[config.mk]
export PLATFORM = sky130hd
export DESIGN_NAME = uart_port
export DESIGN_NICKNAME = d
export VERILOG_FILES = /design/src/rtl/uart_pkg.sv /design/src/rtl/uart_baud.sv /design/src/rtl/uart_tx.sv /design/src/rtl/uart_rx.sv /design/src/rtl/uart_port.sv
export SDC_FILE = /design/constraint.sdc
export NUM_CORES = 1
export LEC_CHECK = 0
export BUFFER_PORTS_ARGS = -buffer_cell sky130_fd_sc_hd__buf_4
export CAP_MARGIN = 25
export CORE_MARGIN = 4
export CORE_UTILIZATION = 40
export CTS_CLUSTER_SIZE = 10
export DETAILED_ROUTE_END_ITERATION = 8
export GPL_TIMING_DRIVEN = 0
export HOLD_SLACK_MARGIN = 0.1
export PLACE_DENSITY = 0.54
export SLEW_MARGIN = 0
export SYNTH_ARGS = -nofsm -noshare
export SYNTH_HDL_FRONTEND = slang
export SYNTH_SLANG_ARGS = --single-unit
[constraint.sdc]
create_clock -name clk -period 3.65 [get_ports clk]
set_input_delay 0.1825 -clock clk [delete_from_list [all_inputs] [get_ports clk]]
set_output_delay 0.1825 -clock clk [all_outputs]
set_load 0.01 [all_outputs]
[src/rtl/uart_pkg.sv]
package uart_pkg;

    localparam int CHAR_W = 8;

    localparam logic [1:0] A_DATA = 2'd0;
    localparam logic [1:0] A_DIV  = 2'd1;
    localparam logic [1:0] A_FMT  = 2'd2;
    localparam logic [1:0] A_STAT = 2'd3;

    typedef enum logic [2:0] {
        PH_IDLE, PH_START, PH_DATA, PH_PAR, PH_STOP
    } phase_e;

    typedef struct packed {
        logic       odd;
        logic       par_en;
        logic       stop2;
        logic [1:0] len;
    } frame_cfg_t;

    typedef struct packed {
        logic              fe;
        logic              pe;
        logic [CHAR_W-1:0] data;
    } rx_word_t;

    // index of the last data bit for a length code
    function automatic logic [2:0] last_bit(input logic [1:0] len);
        return 3'(len) + 3'd4;
    endfunction

    function automatic logic [CHAR_W-1:0] len_mask(input logic [1:0] len);
        return 8'hFF >> (2'd3 - len);
    endfunction

    function automatic logic parity_of(input logic [CHAR_W-1:0] d,
                                       input logic [1:0] len, input logic odd);
        return (^(d & len_mask(len))) ^ odd;
    endfunction

endpackage

[src/rtl/uart_baud.sv]
module uart_baud #(
    parameter int DIV_W = 16
) (
    input  logic             clk,
    input  logic             rst,
    input  logic [DIV_W-1:0] divisor,
    output logic             tick
);
    localparam int CW = DIV_W + 1;

    logic [CW-1:0] cnt;
    logic [CW-1:0] last;

    always_comb
        last = (divisor == '0) ? {1'b0, {DIV_W{1'b1}}} : CW'(divisor) - CW'(1);

    always_ff @(posedge clk) begin
        if (rst) begin
            cnt  <= '0;
            tick <= 1'b0;
        end else if (cnt >= last) begin
            cnt  <= '0;
            tick <= 1'b1;
        end else begin
            cnt  <= cnt + CW'(1);
            tick <= 1'b0;
        end
    end
endmodule

[src/rtl/uart_tx.sv]
module uart_tx
    import uart_pkg::*;
#(
    parameter int OVS = 16
) (
    input  logic              clk,
    input  logic              rst,
    input  logic              tick,
    input  frame_cfg_t        cfg,
    input  logic              wr_en,
    input  logic [CHAR_W-1:0] wr_data,
    output logic              thr_empty,
    output logic              idle,
    output logic              txd
);
    localparam int CW = $clog2(OVS);

    phase_e            phase;
    logic [CW-1:0]     cnt;
    logic [2:0]        bitn;
    logic [CHAR_W-1:0] hold, shreg;
    logic              hold_full, par;

    assign thr_empty = !hold_full;
    assign idle      = (phase == PH_IDLE) && !hold_full;

    always_ff @(posedge clk) begin
        if (rst) begin
            phase     <= PH_IDLE;
            cnt       <= '0;
            bitn      <= '0;
            hold      <= '0;
            shreg     <= '0;
            hold_full <= 1'b0;
            par       <= 1'b0;
            txd       <= 1'b1;
        end else begin
            if (wr_en && !hold_full) begin
                hold      <= wr_data;
                hold_full <= 1'b1;
            end
            if (phase == PH_IDLE) begin
                if (hold_full) begin
                    shreg     <= hold;
                    par       <= parity_of(hold, cfg.len, cfg.odd);
                    hold_full <= 1'b0;
                    phase     <= PH_START;
                    cnt       <= '0;
                    txd       <= 1'b0;
                end
            end else if (tick) begin
                if (cnt == CW'(OVS - 1)) begin
                    cnt <= '0;
                    unique case (phase)
                        PH_START: begin
                            phase <= PH_DATA;
                            bitn  <= '0;
                            txd   <= shreg[0];
                        end
                        PH_DATA: begin
                            if (bitn == last_bit(cfg.len)) begin
                                bitn  <= '0;
                                phase <= cfg.par_en ? PH_PAR : PH_STOP;
                                txd   <= cfg.par_en ? par : 1'b1;
                            end else begin
                                bitn  <= bitn + 3'd1;
                                shreg <= shreg >> 1;
                                txd   <= shreg[1];
                            end
                        end
                        PH_PAR: begin
                            phase <= PH_STOP;
                            txd   <= 1'b1;
                        end
                        PH_STOP: begin
                            if (cfg.stop2 && bitn == 3'd0) bitn <= 3'd1;
                            else phase <= PH_IDLE;
                        end
                        default: phase <= PH_IDLE;
                    endcase
                end else begin
                    cnt <= cnt + CW'(1);
                end
            end
        end
    end
endmodule

[src/rtl/uart_rx.sv]
module uart_rx
    import uart_pkg::*;
#(
    parameter int OVS = 16
) (
    input  logic       clk,
    input  logic       rst,
    input  logic       tick,
    input  frame_cfg_t cfg,
    input  logic       rxd,
    input  logic       pop,
    output rx_word_t   word,
    output logic       ready,
    output logic       ovr
);
    localparam int CW = $clog2(OVS);

    phase_e            phase;
    logic [CW-1:0]     cnt;
    logic [2:0]        bitn;
    logic [CHAR_W-1:0] shreg;
    logic              s1, s2, s3, acc, perr;

    always_ff @(posedge clk) begin
        if (rst) begin
            {s1, s2, s3} <= 3'b111;
            phase <= PH_IDLE;
            cnt   <= '0;
            bitn  <= '0;
            shreg <= '0;
            acc   <= 1'b0;
            perr  <= 1'b0;
            word  <= '0;
            ready <= 1'b0;
            ovr   <= 1'b0;
        end else begin
            s1 <= rxd;
            s2 <= s1;
            s3 <= s2;
            if (pop) begin
                ready   <= 1'b0;
                ovr     <= 1'b0;
                word.pe <= 1'b0;
                word.fe <= 1'b0;
            end
            unique case (phase)
                PH_IDLE: begin
                    if (s3 && !s2) begin
                        phase <= PH_START;
                        cnt   <= '0;
                    end
                end
                PH_START: begin
                    if (tick) begin
                        if (cnt == CW'(OVS / 2 - 1)) begin
                            cnt   <= '0;
                            bitn  <= '0;
                            shreg <= '0;
                            acc   <= 1'b0;
                            perr  <= 1'b0;
                            phase <= s2 ? PH_IDLE : PH_DATA;
                        end else cnt <= cnt + CW'(1);
                    end
                end
                default: begin
                    if (tick) begin
                        if (cnt == CW'(OVS - 1)) begin
                            cnt <= '0;
                            if (phase == PH_DATA) begin
                                shreg[bitn] <= s2;
                                acc         <= acc ^ s2;
                                bitn        <= bitn + 3'd1;
                                if (bitn == last_bit(cfg.len))
                                    phase <= cfg.par_en ? PH_PAR : PH_STOP;
                            end else if (phase == PH_PAR) begin
                                perr  <= acc ^ s2 ^ cfg.odd;
                                phase <= PH_STOP;
                            end else begin
                                phase <= PH_IDLE;
                                if (ready && !pop) begin
                                    ovr <= 1'b1;
                                end else begin
                                    word  <= '{fe: !s2, pe: perr, data: shreg};
                                    ready <= 1'b1;
                                end
                            end
                        end else cnt <= cnt + CW'(1);
                    end
                end
            endcase
        end
    end
endmodule

[src/rtl/uart_port.sv]
module uart_port
    import uart_pkg::*;
#(
    parameter int DIV_W = 16,
    parameter int OVS   = 16
) (
    input  logic        clk,
    input  logic        rst,
    input  logic        sel,
    input  logic        wr,
    input  logic [1:0]  addr,
    input  logic [15:0] wdata,
    output logic [15:0] rdata,
    input  logic        rxd,
    output logic        txd,
    output logic        irq_tx,
    output logic        irq_rx,
    output logic        dma_tx_req,
    input  logic        dma_tx_ack,
    output logic        dma_rx_req,
    input  logic        dma_rx_ack
);
    logic [DIV_W-1:0] div_q;
    frame_cfg_t       cfg;
    logic             txie, rxie, tick;
    logic             tx_wr, thr_empty, tx_idle;
    logic             rx_pop, rx_ready, rx_ovr;
    rx_word_t         rx_word;

    assign tx_wr  = (sel && wr && addr == A_DATA) || dma_tx_ack;
    assign rx_pop = (sel && !wr && addr == A_DATA) || dma_rx_ack;

    always_ff @(posedge clk) begin
        if (rst) begin
            div_q <= DIV_W'(1);
            cfg   <= '{odd: 1'b0, par_en: 1'b0, stop2: 1'b0, len: 2'd3};
            txie  <= 1'b0;
            rxie  <= 1'b0;
        end else if (sel && wr) begin
            if (addr == A_DIV) div_q <= wdata[DIV_W-1:0];
            if (addr == A_FMT) begin
                cfg  <= frame_cfg_t'(wdata[4:0]);
                txie <= wdata[5];
                rxie <= wdata[6];
            end
        end
    end

    uart_baud #(.DIV_W(DIV_W)) i_baud (
        .clk(clk), .rst(rst), .divisor(div_q), .tick(tick)
    );

    uart_tx #(.OVS(OVS)) i_tx (
        .clk(clk), .rst(rst), .tick(tick), .cfg(cfg), .wr_en(tx_wr),
        .wr_data(wdata[CHAR_W-1:0]), .thr_empty(thr_empty), .idle(tx_idle),
        .txd(txd)
    );

    uart_rx #(.OVS(OVS)) i_rx (
        .clk(clk), .rst(rst), .tick(tick), .cfg(cfg), .rxd(rxd),
        .pop(rx_pop), .word(rx_word), .ready(rx_ready), .ovr(rx_ovr)
    );

    always_comb begin
        if (dma_rx_ack) rdata = 16'(rx_word.data);
        else begin
            unique case (addr)
                A_DATA:  rdata = 16'(rx_word.data);
                A_DIV:   rdata = 16'(div_q);
                A_FMT:   rdata = {9'd0, rxie, txie, cfg};
                default: rdata = {10'd0, rx_word.fe, rx_word.pe, rx_ovr,
                                  rx_ready, tx_idle, thr_empty};
            endcase
        end
    end

    assign irq_tx     = txie && thr_empty;
    assign irq_rx     = rxie && (rx_ready || rx_ovr);
    assign dma_tx_req = thr_empty;
    assign dma_rx_req = rx_ready;
endmodule

==> results by group, run 1 <==
Critical path
  – Worst EP required: 3.92 ns
  – Arrival time at the worst endpoint: 3.69 ns
  – CP Class: reg -> reg
  – Crit path cell chain: inv_1 -> ha_1 -> nor3b_2 -> nand4_1 -> nor4_4 -> buf_4 -> nor2_1 -> ha_1 -> and3_1 -> a221o_1 -> a21oi_1 -> o31ai_4 -> clkbuf_2 -> nor3_1
  – Critical Path Slowest Stage Cell: dfxtp_1
  – R2R Setup Slk: 0.23 ns
  – CP most frequent cell: ha_1
  – Crit-path max cell delay: 0.37 ns
  – Worst setup EP type: flop
  – CP Launch Type: flop
  – Crit Path Max Fanout: 10

Synth
  – Post-Syn Nets: 724
  – Mapped cell area: 5685 um^2
  – Seq/Total Area, Yosys: 36.97%
  – Distinct cells, synth: 68
  – Area share of the largest cell type after synthesis: 36.97%
  – Asr flop ratio synth: 0%
  – Avg Synthesized Cell Area: 8.423 um^2
  – Synth area leader: dfxtp_1
  – Top FF cell, synth: dfxtp_1
  – Top cells by area, synth: dfxtp_1 (37%), nand2_1 (5.5%), ha_1 (5.3%)
  – Ys Warns: 0
  – Cells after synthesis: 675
  – #FFs+latches synth: 105
  – EDFF count, synth: 0

STA
  – Slew Viols, Final: 0
  – Unrepaired setup endpoints after global routing: no
  – Clock Skews: 0.01080 ns
  – Max Freq: 292.5 MHz
  – Min Tclk post-route: 3.419 ns
  – Setup-failing EPs final: 0
  – Period utilization: 93.66%
  – Hold WS: 0.1119 ns
  – Worst-margin pin slew: 0.7768 ns
  – Max-slew headroom: 47.67%
  – TNS Setup: 0 ns
  – Final Hold Viols: 0

Floorplan
  – Initial Util: 40.96%
  – Die height: 127.2 um
  – CORE AREA: 13,880 um^2
  – # rows: 43
  – Ports: 46
  – Chip width: 127.2 um
  – Die ar.: 16,180 um^2

Clocking
  – Clock buffer depth: 2
  – Clock sinks: 105
  – Root Buffer: clkbuf_16
  – H-Tree Depth: 3
  – Num CTS Buffers: 9
  – Clk slew on worst S/H paths: 0.07 ns
  – Clock network latency to the later pin of the worst-skew pair: 0.37 ns
  – CTS tree: done

Global routing
  – GR Overflow Total: 0
  – GRT Total Usage: 20.29%
  – Largest net degree at the start of global routing: 21
  – Initial antenna violation count: 0
  – First-pass GRT wire length: 26.11 mm
  – Vias in the first global route: 5,140

Run status
  – Status: finished, final reports clean

Detailed routing
  – Routed vias/inst: 5.484
  – DRC violations left: 0
  – First DRT Iteration DRCs: 289
  – Final WL: 15.94 mm
  – Final ANT Viol Nets: 0
  – Routed len/inst: 17.10 um
  – Router iterations before antenna repair: 5
  – Vias: 5,111

Power
  – Peak supply drop: 227.9 uV
  – PnR Total Power: 2.616 mW
  – Cell leakage power: 2.602 nW
  – Pwr Density: 387.5 nW/um^2

Layout
  – Area of the multi-input gates: 3395 um^2
  – Share of cells above drive strength 1: 12.50%
  – Syn-to-layout area delta: 18.75%
  – Filler Cell Count: 1,381
  – Reg area: 2102 um^2
  – ANT cells: 0
  – Nets: 796

Run
  – Max-cap violations: 0

Place
  – Gpl congestion: 0.8469
  – Port-buffer cells: 43
  – Hpwl dp: 11.96 mm

Min path
  – Hold WC Path Type: in -> reg
cell usage in the layout, fill, tap and decap left out, drive strengths merged, types with 14 or more instances in the layout:
cell and instances:
clkbuf 38, a21oi 38, ha 24, nor3 27
and3 15, nor2 79, xnor2 33, dfxtp 105
xor2 14, inv 17, o21ai 16, buf 57
dlygate4sd3 16, nand3 22, nand2 83, mux2i 28
where the power goes:
group / switching, mW / total [mW] / internal (mW) / leakage (nW)
Combinational: 0.233 / 0.400 / 0.167 / 1.60
Sequential: 0.0383 / 1.23 / 1.19 / 0.852
Clock: 0.488 / 0.991 / 0.503 / 0.147
final timing paths:
| check | depth (start not counted) | endpoint | from |
|---|---|---|---|
| max | 14 | i_baud.cnt[8]$_SDFF_PP0_ | div_q[0]$_SDFFE_PP1P_ |
| min | 3 | cfg[2]$_SDFFE_PP0P_ | wdata[2] |
| max reg2reg | 14 | i_baud.cnt[8]$_SDFF_PP0_ | div_q[0]$_SDFFE_PP1P_ |
| min reg2reg | 1 | i_rx.s2$_SDFF_PP1_ | i_rx.s1$_SDFF_PP1_ |
cell families (layout without fill, tap and decap cells):
family	after synthesis	count (layout)	share of synthesized area [%]
simple gates	282	282	24.63
compound gates	128	128	15.25
flops	105	105	36.97
buf+inv	54	131	3.917
xor+xnor	47	47	7.372
mux	34	34	6.514
fa+ha+maj	24	24	5.282
other cells	1	1	0.06596
metal layers:
metal,up-vias,wire [um],global-route usage [%],share of wire [%]
met5,-,0,0,0
met4,0,309,7.066,1.9
met3,25,475,3.135,3.0
met2,86,7929,35.43,50
met1,2449,7222,25.46,45
li1,2551,-,-,-
Yosys cell counts (5+ instances only):
cell type / instances
dfxtp_1: 105
nand2_1: 83
nor2_1: 78
a21oi_1: 37
xnor2_1: 32
clkbuf_1: 28
mux2i_1: 28
ha_1: 24
nor3_1: 24
nand3_1: 22
and3_1: 15
inv_1: 14
xor2_1: 14
a22oi_1: 12
o21ai_0: 12
a311oi_1: 11
nor2b_1: 11
a211oi_1: 10
a31oi_1: 10
buf_2: 7
nor3b_1: 5
or3_1: 5
registers in the layout, indices dropped and copies added (netlist names), 3 cells and up:
name,flops
i_rx.bitn,3
i_baud.cnt,17
i_rx.word,10
i_tx.shreg,8
i_rx.cnt,4
i_tx.phase,3
i_tx.bitn,3
div_q,16
i_rx.shreg,8
i_tx.hold,8
i_rx.phase,3
cfg,5
i_tx.cnt,4
critical path, delay by kind of cell, from the launching register on:
kind	cells	cell delay [ns]
AO/OA/AOI/OAI	3	0.77
adder cells (fa/ha/maj)	2	0.45
buffers and inverters	3	0.50
flip-flops	1	0.37
AND/OR/NAND/NOR	6	1.25
stage by stage:
step | setup slack, ns | utilization, % | instances | instance area, um^2
floorplan | 0.3116 | - | 675 | 5685
global placement | -0.8153 | 44.91 | 898 | 6233
detailed placement | -0.5565 | 44.96 | 899 | 6241
CTS | 0.08019 | 48.53 | 931 | 6736
global route | 0.01569 | 48.64 | 932 | 6751
finish | 0.2315 | 48.64 | 932 | 6751
final cells by class:
class                   instances  area share [%]
repair buffers                 61           7.376
flip-flops and latches        105           31.13
plain buffers                  40           2.539
inverters                      14          0.7784
clock inverters                 6           1.019
clock buffers                  10           3.540
well taps                     180           3.336
multi-input cells             516           50.28
timing repair:
| action | in CTS | in global routing |
|---|---|---|
| setup buffers | 0 | 1 |
| gates resized for setup | 4 | 3 |
| setup endpoints to repair | 18 | 10 |
| pin swaps | 0 | 1 |
| cloned | 0 | 0 |
| endpoints found under the hold margin | 27 | 0 |
| hold buffers | 16 | 0 |
Power figures use the tool's default switching activity.
==> inputs of run 2 (changes only) <==
--- a/config.mk
+++ b/config.mk
@@ -5,7 +5,7 @@
 export SDC_FILE = /design/constraint.sdc
 export NUM_CORES = 1
 export LEC_CHECK = 0
-export BUFFER_PORTS_ARGS = -buffer_cell sky130_fd_sc_hd__buf_4
+export BUFFER_PORTS_ARGS = -buffer_cell sky130_fd_sc_hd__buf_2
 export CAP_MARGIN = 25
 export CORE_MARGIN = 4
 export CORE_UTILIZATION = 40
==> run 2 against run 1 <==
Non-clock buffer count grew 3. Critical path type unchanged. Sequential share of layout area grew 0.30 points. First-iteration DRC count is 1.7% lower. Largest cell class unchanged. Die area did not move. Hold slack better by 0.0060 ns. Final cell count grew 0.32%. Wire length fell by 1.2%. Largest power group unchanged.
==> results by group, run 2 (synthesized netlist as in run 1, its figures left out) <==
Critical path
  – Crit path cell chain: inv_1 -> ha_1 -> nor3b_4 -> nand4_1 -> nor4_4 -> buf_4 -> nor2_1 -> ha_1 -> and3_1 -> a221o_1 -> a21oi_2 -> o31ai_4 -> buf_4 -> buf_2 -> nor3_1
  – Critical Path Slowest Stage Cell: dfxtp_1
  – CP Launch Type: flop
  – Critical path's top delay family: simple AND/OR/NAND/NOR gates
  – Worst setup EP type: flop
  – Buf/Inv on CP: 4
  – Worst EP required: 3.93 ns
  – Crit Path Max Fanout: 10
  – Crit-path max cell delay: 0.37 ns
  – CP Class: reg -> reg
  – Arrival time at the worst endpoint: 3.67 ns

Layout
  – Biggest regs: i_baud.cnt: 17 flops, div_q: 16 flops, i_rx.word: 10 flops
  – Number of flip-flops in the largest register: 17
  – Filler Cell Count: 1,401
  – Area of the multi-input gates: 3410 um^2
  – Most common cell after layout, fill and taps aside: dfxtp_1
  – Syn-to-layout area delta: 17.61%
  – Share of cells above drive strength 1: 12.98%
  – Reg with most FFs: i_baud.cnt
  – Commonest non-fill, non-tap cells in the layout: dfxtp_1 (105), nand2_1 (83), nor2_1 (78), buf_2 (51), a21oi_1 (36)
  – Reg area: 2102 um^2
  – ANT cells: 0
  – Nets: 799

Power
  – Cell leakage power: 2.604 nW
  – Clock Power Share: 38.8%
  – Flop pwr share: 46.3%
  – Internal: 1.898 mW
  – NetSw: 0.7476 mW
  – Peak supply drop: 255.5 uV
  – Pwr Density: 395.6 nW/um^2
  – Sw frac: 28.26%
  – Comb power frac: 14.8%
  – PnR Total Power: 2.645 mW

Place
  – Hpwl dp: 11.80 mm
  – Gpl congestion: 0.8229
  – Port-buffer cells: 43

Run status
  – Status: finished, final reports clean

Floorplan
  – Ports: 46
  – Chip width: 127.2 um
  – # rows: 43
  – Die ar.: 16,180 um^2
  – Initial Util: 40.96%
  – Die height: 127.2 um
  – CORE AREA: 13,880 um^2

STA
  – Period utilization: 92.92%
  – Min Tclk post-route: 3.392 ns
  – Clock Skews: 0.006486 ns
  – Slew Viols, Final: 0
  – Max-slew headroom: 47.55%
  – Max Freq: 294.8 MHz
  – Worst-margin pin slew: 0.7649 ns
  – Final Hold Viols: 0
  – Setup-failing EPs final: 0
  – Hold WS: 0.1180 ns

Clocking
  – CTS tree: done
  – H-Tree Depth: 3
  – Clk slew on worst S/H paths: 0.08 ns
  – Clock buffer depth: 2
  – Num CTS Buffers: 9
  – Clock sinks: 105
  – Clock network latency to the later pin of the worst-skew pair: 0.36 ns
  – Root Buffer: clkbuf_16

Min path
  – Hold WC Path Type: in -> reg

Global routing
  – Initial antenna violation count: 0
  – Vias in the first global route: 5,124
  – Largest net degree at the start of global routing: 20
  – First-pass GRT wire length: 25.98 mm
  – GR Overflow Total: 0
  – GRT Total Usage: 20.19%

Detailed routing
  – Final ANT Viol Nets: 0
  – Routed len/inst: 16.84 um
  – Final WL: 15.74 mm
  – Routed vias/inst: 5.496
  – DRC violations left: 0
  – First DRT Iteration DRCs: 284
  – Router iterations before antenna repair: 6
  – Vias: 5,139

Run
  – Max-cap violations: 0
-- run 2: worst min-delay path: stages --
cell and delay (ns):
buf_2 0.12, mux2i_1 0.07, nor2_1 0.07
-- run 2: stage by stage --
stage                     worst slack (ns)  TNS (ns)  instances  util [%]  area, um^2
final                               0.2584         0        935     48.17        6686
after detailed placement           -0.6245    -7.267        899     44.19        6133
after floorplan                     0.3116         0        675         -        5685
after global placement             -0.8147    -11.17        898     44.13        6126
after global routing              -0.05001   -0.2454        935     48.17        6686
after CTS                          0.01272         0        933     47.88        6646
-- run 2: timing repair --
| action | 4_1_cts | 5_1_grt |
|---|---|---|
| pin swaps | 1 | 2 |
| endpoints found under the hold margin | 20 | 0 |
| hold buffers | 16 | 0 |
| resized for setup | 4 | 7 |
| buffers inserted | 2 | 2 |
| endpoints found under the setup margin | 18 | 10 |
-- run 2: metal layers --
layer  vias to the layer above  share of wire, %  global-route usage (%)
met5                         -                 0                       0
met4                         0               2.1                   6.751
met3                        26               3.7                   4.306
met2                        94                48                   34.34
met1                      2454                46                   25.46
li1                       2565                 -                       -
-- run 2: worst paths after layout --
path | end | slack, ns | start | cells past startpoint
min reg2reg | i_rx.s2$_SDFF_PP1_ | 0.41 | i_rx.s1$_SDFF_PP1_ | 1
max reg2reg | i_baud.cnt[14]$_SDFF_PP0_ | 0.26 | div_q[0]$_SDFFE_PP1P_ | 15
min | i_tx.hold[0]$_SDFFE_PP0P_ | 0.12 | wdata[0] | 3
max | i_baud.cnt[14]$_SDFF_PP0_ | 0.26 | div_q[0]$_SDFFE_PP1P_ | 15
-- run 2: final cells by class --
class,instances,area share (%)
Inverter,14,0.7859
Tap cell,180,3.368
Multi-Input combinational cell,516,50.99
Timing Repair Buffer,64,6.175
Clock inverter,6,1.254
Clock buffer,10,3.424
Sequential cell,105,31.44
Buffer,40,2.564
-- run 2: power by group through the flow --
stage,clock network [mW],logic [mW],registers [mW]
6_report,1.03,0.393,1.23
5_1_grt,1.10,0.438,1.23
4_1_cts,1.06,0.387,1.22
3_5_place_dp,0,0.368,1.25
3_3_place_gp,0,0.356,1.25
2_1_floorplan,0,0.265,1.24
==> inputs of run 3 (changes only) <==
--- a/config.mk
+++ b/config.mk
@@ -7,6 +7,7 @@
 export LEC_CHECK = 0
 export BUFFER_PORTS_ARGS = -buffer_cell sky130_fd_sc_hd__buf_2
 export CAP_MARGIN = 25
+export CORE_ASPECT_RATIO = 0.9
 export CORE_MARGIN = 4
 export CORE_UTILIZATION = 40
 export CTS_CLUSTER_SIZE = 10
@@ -14,6 +15,7 @@
 export GPL_TIMING_DRIVEN = 0
 export HOLD_SLACK_MARGIN = 0.1
 export PLACE_DENSITY = 0.54
+export REMOVE_ABC_BUFFERS = 1
 export SLEW_MARGIN = 0
 export SYNTH_ARGS = -nofsm -noshare
 export SYNTH_HDL_FRONTEND = slang
==> run 3 against run 2 <==
Power decreased by 2.7%. Clock power decreased by 5%. Core utilization decreased by 1.5 points. Worst setup slack improved by 0.054 ns. Critical endpoint is now i_baud.cnt[1]$_SDFF_PP0_. Largest power group unchanged. Highest routed layer unchanged.
==> results by group, run 3 (synthesized netlist as in run 1, its figures left out) <==
Detailed routing
  – Router iterations before antenna repair: 4
  – Final WL: 14.23 mm
  – DRC violations left: 0
  – DR top layer: met4
  – Met1 Routed Length: 7.157 mm
  – First DRT Iteration DRCs: 312
  – Final ANT Viol Nets: 0
  – Routed len/inst: 15.68 um
  – Met3 wire len: 455 um
  – Vias: 4,873
  – Routed vias/inst: 5.367
  – Met2 wire length: 6.355 mm

Layout
  – Number of flip-flops in the largest register: 17
  – Share of cells above drive strength 1: 12.18%
  – Syn-to-layout area delta: 14.59%
  – Biggest regs: i_baud.cnt: 17 flops, div_q: 16 flops, i_rx.word: 10 flops
  – Reg with most FFs: i_baud.cnt
  – Commonest non-fill, non-tap cells in the layout: dfxtp_1 (105), nand2_1 (83), nor2_1 (78), buf_2 (44), a21oi_1 (37)
  – Core Util, Final: 46.69%
  – Nets: 758
  – Most common cell after layout, fill and taps aside: dfxtp_1

STA
  – Final worst slack: 0.3121 ns
  – Hold WS: 0.1105 ns
  – Final Hold Viols: 0
  – Unrepaired setup endpoints after global routing: no
  – Worst-margin pin slew: 0.9987 ns
  – Period utilization: 91.45%
  – Min Tclk post-route: 3.338 ns
  – Max Freq: 299.6 MHz
  – Max-slew headroom: 33.28%
  – Slew Viols, Final: 0
  – Setup-failing EPs final: 0
  – Clock Skews: 0.007141 ns

Clocking
  – Clk slew on worst S/H paths: 0.07 ns
  – H-Tree Depth: 3
  – Num CTS Buffers: 9
  – Clock network latency to the later pin of the worst-skew pair: 0.35 ns
  – Root Buffer: clkbuf_16
  – Clock buffer depth: 2
  – Clock sinks: 105
  – CTS tree: done

Power
  – Pwr Density: 394.9 nW/um^2
  – Cell leakage power: 2.510 nW
  – PnR Total Power: 2.573 mW
  – Peak supply drop: 292.5 uV

Min path
  – Hold WC Path Type: in -> reg

Global routing
  – Initial antenna violation count: 1
  – GR Overflow Total: 0
  – First-pass GRT wire length: 24.06 mm
  – Vias in the first global route: 4,749
  – Largest net degree at the start of global routing: 80
  – GRT Total Usage: 18.55%

Critical path
  – Crit path cell chain: inv_1 -> ha_1 -> nor3b_4 -> nand4_1 -> nor4_4 -> nor2_1 -> ha_1 -> and3_1 -> a221o_1 -> a21oi_1 -> o31ai_4 -> buf_6 -> nor3b_1
  – Arrival time at the worst endpoint: 3.61 ns
  – Worst setup EP type: flop
  – CP most frequent cell: ha_1
  – Crit-path max cell delay: 0.37 ns
  – CP Launch Type: flop
  – CP Class: reg -> reg
  – Critical Path Slowest Stage Cell: dfxtp_1
  – Crit Path Max Fanout: 10
  – Worst EP required: 3.92 ns
  – Buf/Inv on CP: 2
  – Critical path's top delay family: simple AND/OR/NAND/NOR gates

Place
  – Port-buffer cells: 45
  – Gpl congestion: 0.8383
  – Place WS: -0.3404 ns
  – Hpwl dp: 10.39 mm

Floorplan
  – # rows: 41
  – Die ar.: 16,190 um^2
  – Ports: 46
  – Initial Util: 40.75%
  – Chip width: 133.7 um
  – Die height: 121.1 um
  – CORE AREA: 13,950 um^2

Run status
  – Status: finished, final reports clean

Run
  – Max-cap violations: 0
==> run 3: cell count changes in the layout (fill, tap and decap cells not counted), moves of 2 or more <==
cell	delta
buf_1	-3
buf_2	-7
buf_4	-2
clkbuf_1	-25
clkinv_2	+2
dlygate4sd3_1	-3
inv_6	-3
==> run 3: report_power, final <==
| part | total, mW | switching, mW | internal (mW) | leakage (nW) |
|---|---|---|---|---|
| Clock | 0.977 | 0.427 | 0.550 | 0.144 |
| Sequential | 1.24 | 0.0532 | 1.19 | 0.852 |
| Combinational | 0.355 | 0.203 | 0.152 | 1.52 |
| Total | 2.57 | 0.684 | 1.89 | 2.51 |
==> run 3: metrics by stage <==
step / cells / setup TNS [ns] / instance area (um^2)
2_1_floorplan: 635 / 0 / 5515
3_3_place_gp: 873 / -19.67 / 5982
3_5_place_dp: 876 / -4.399 / 6036
4_1_cts: 905 / 0 / 6479
5_1_grt: 908 / 0 / 6515
6_report: 908 / 0 / 6515
==> run 3: tightest hold or removal path: cells and delay by family <==
family / cells / cell delay [ns]
and+or+nand+nor: 1 / 0.07
muxes: 1 / 0.07
buffers and inverters: 1 / 0.11
==> run 3: cell type report <==
class,instances,area [um^2]
tap,193,241.5
fill,1372,7438
sequential,105,2102
timing repair buffer,63,419.2
multi-input combinational,516,3407
inverter,14,52.55
clock inverter,3,40.04
clock buffer,13,250.2
antenna,1,2.502
==> run 3: worst paths after layout <==
path | end | cells past startpoint | slack [ns] | from
max | i_baud.cnt[1]$_SDFF_PP0_ | 13 | 0.31 | div_q[0]$_SDFFE_PP1P_
min | cfg[4]$_SDFFE_PP0P_ | 3 | 0.11 | wdata[4]
min reg2reg | i_rx.s2$_SDFF_PP1_ | 1 | 0.40 | i_rx.s1$_SDFF_PP1_
max reg2reg | i_baud.cnt[1]$_SDFF_PP0_ | 13 | 0.31 | div_q[0]$_SDFFE_PP1P_
==> run 3: metal layers <==
layer | GRT usage, % | up-vias
li1 | - | 2472
met1 | 25.67 | 2302
met2 | 29.03 | 82
met3 | 3.731 | 17
met4 | 6.234 | 0
met5 | 0 | -
==> run 3: repair_timing <==
action,CTS,global route
buffers inserted,0,2
hold endpoints to repair,14,0
cloned,0,0
endpoints found under the setup margin,18,18
resized for setup,3,3
pin swaps,0,2
hold buffers,13,0
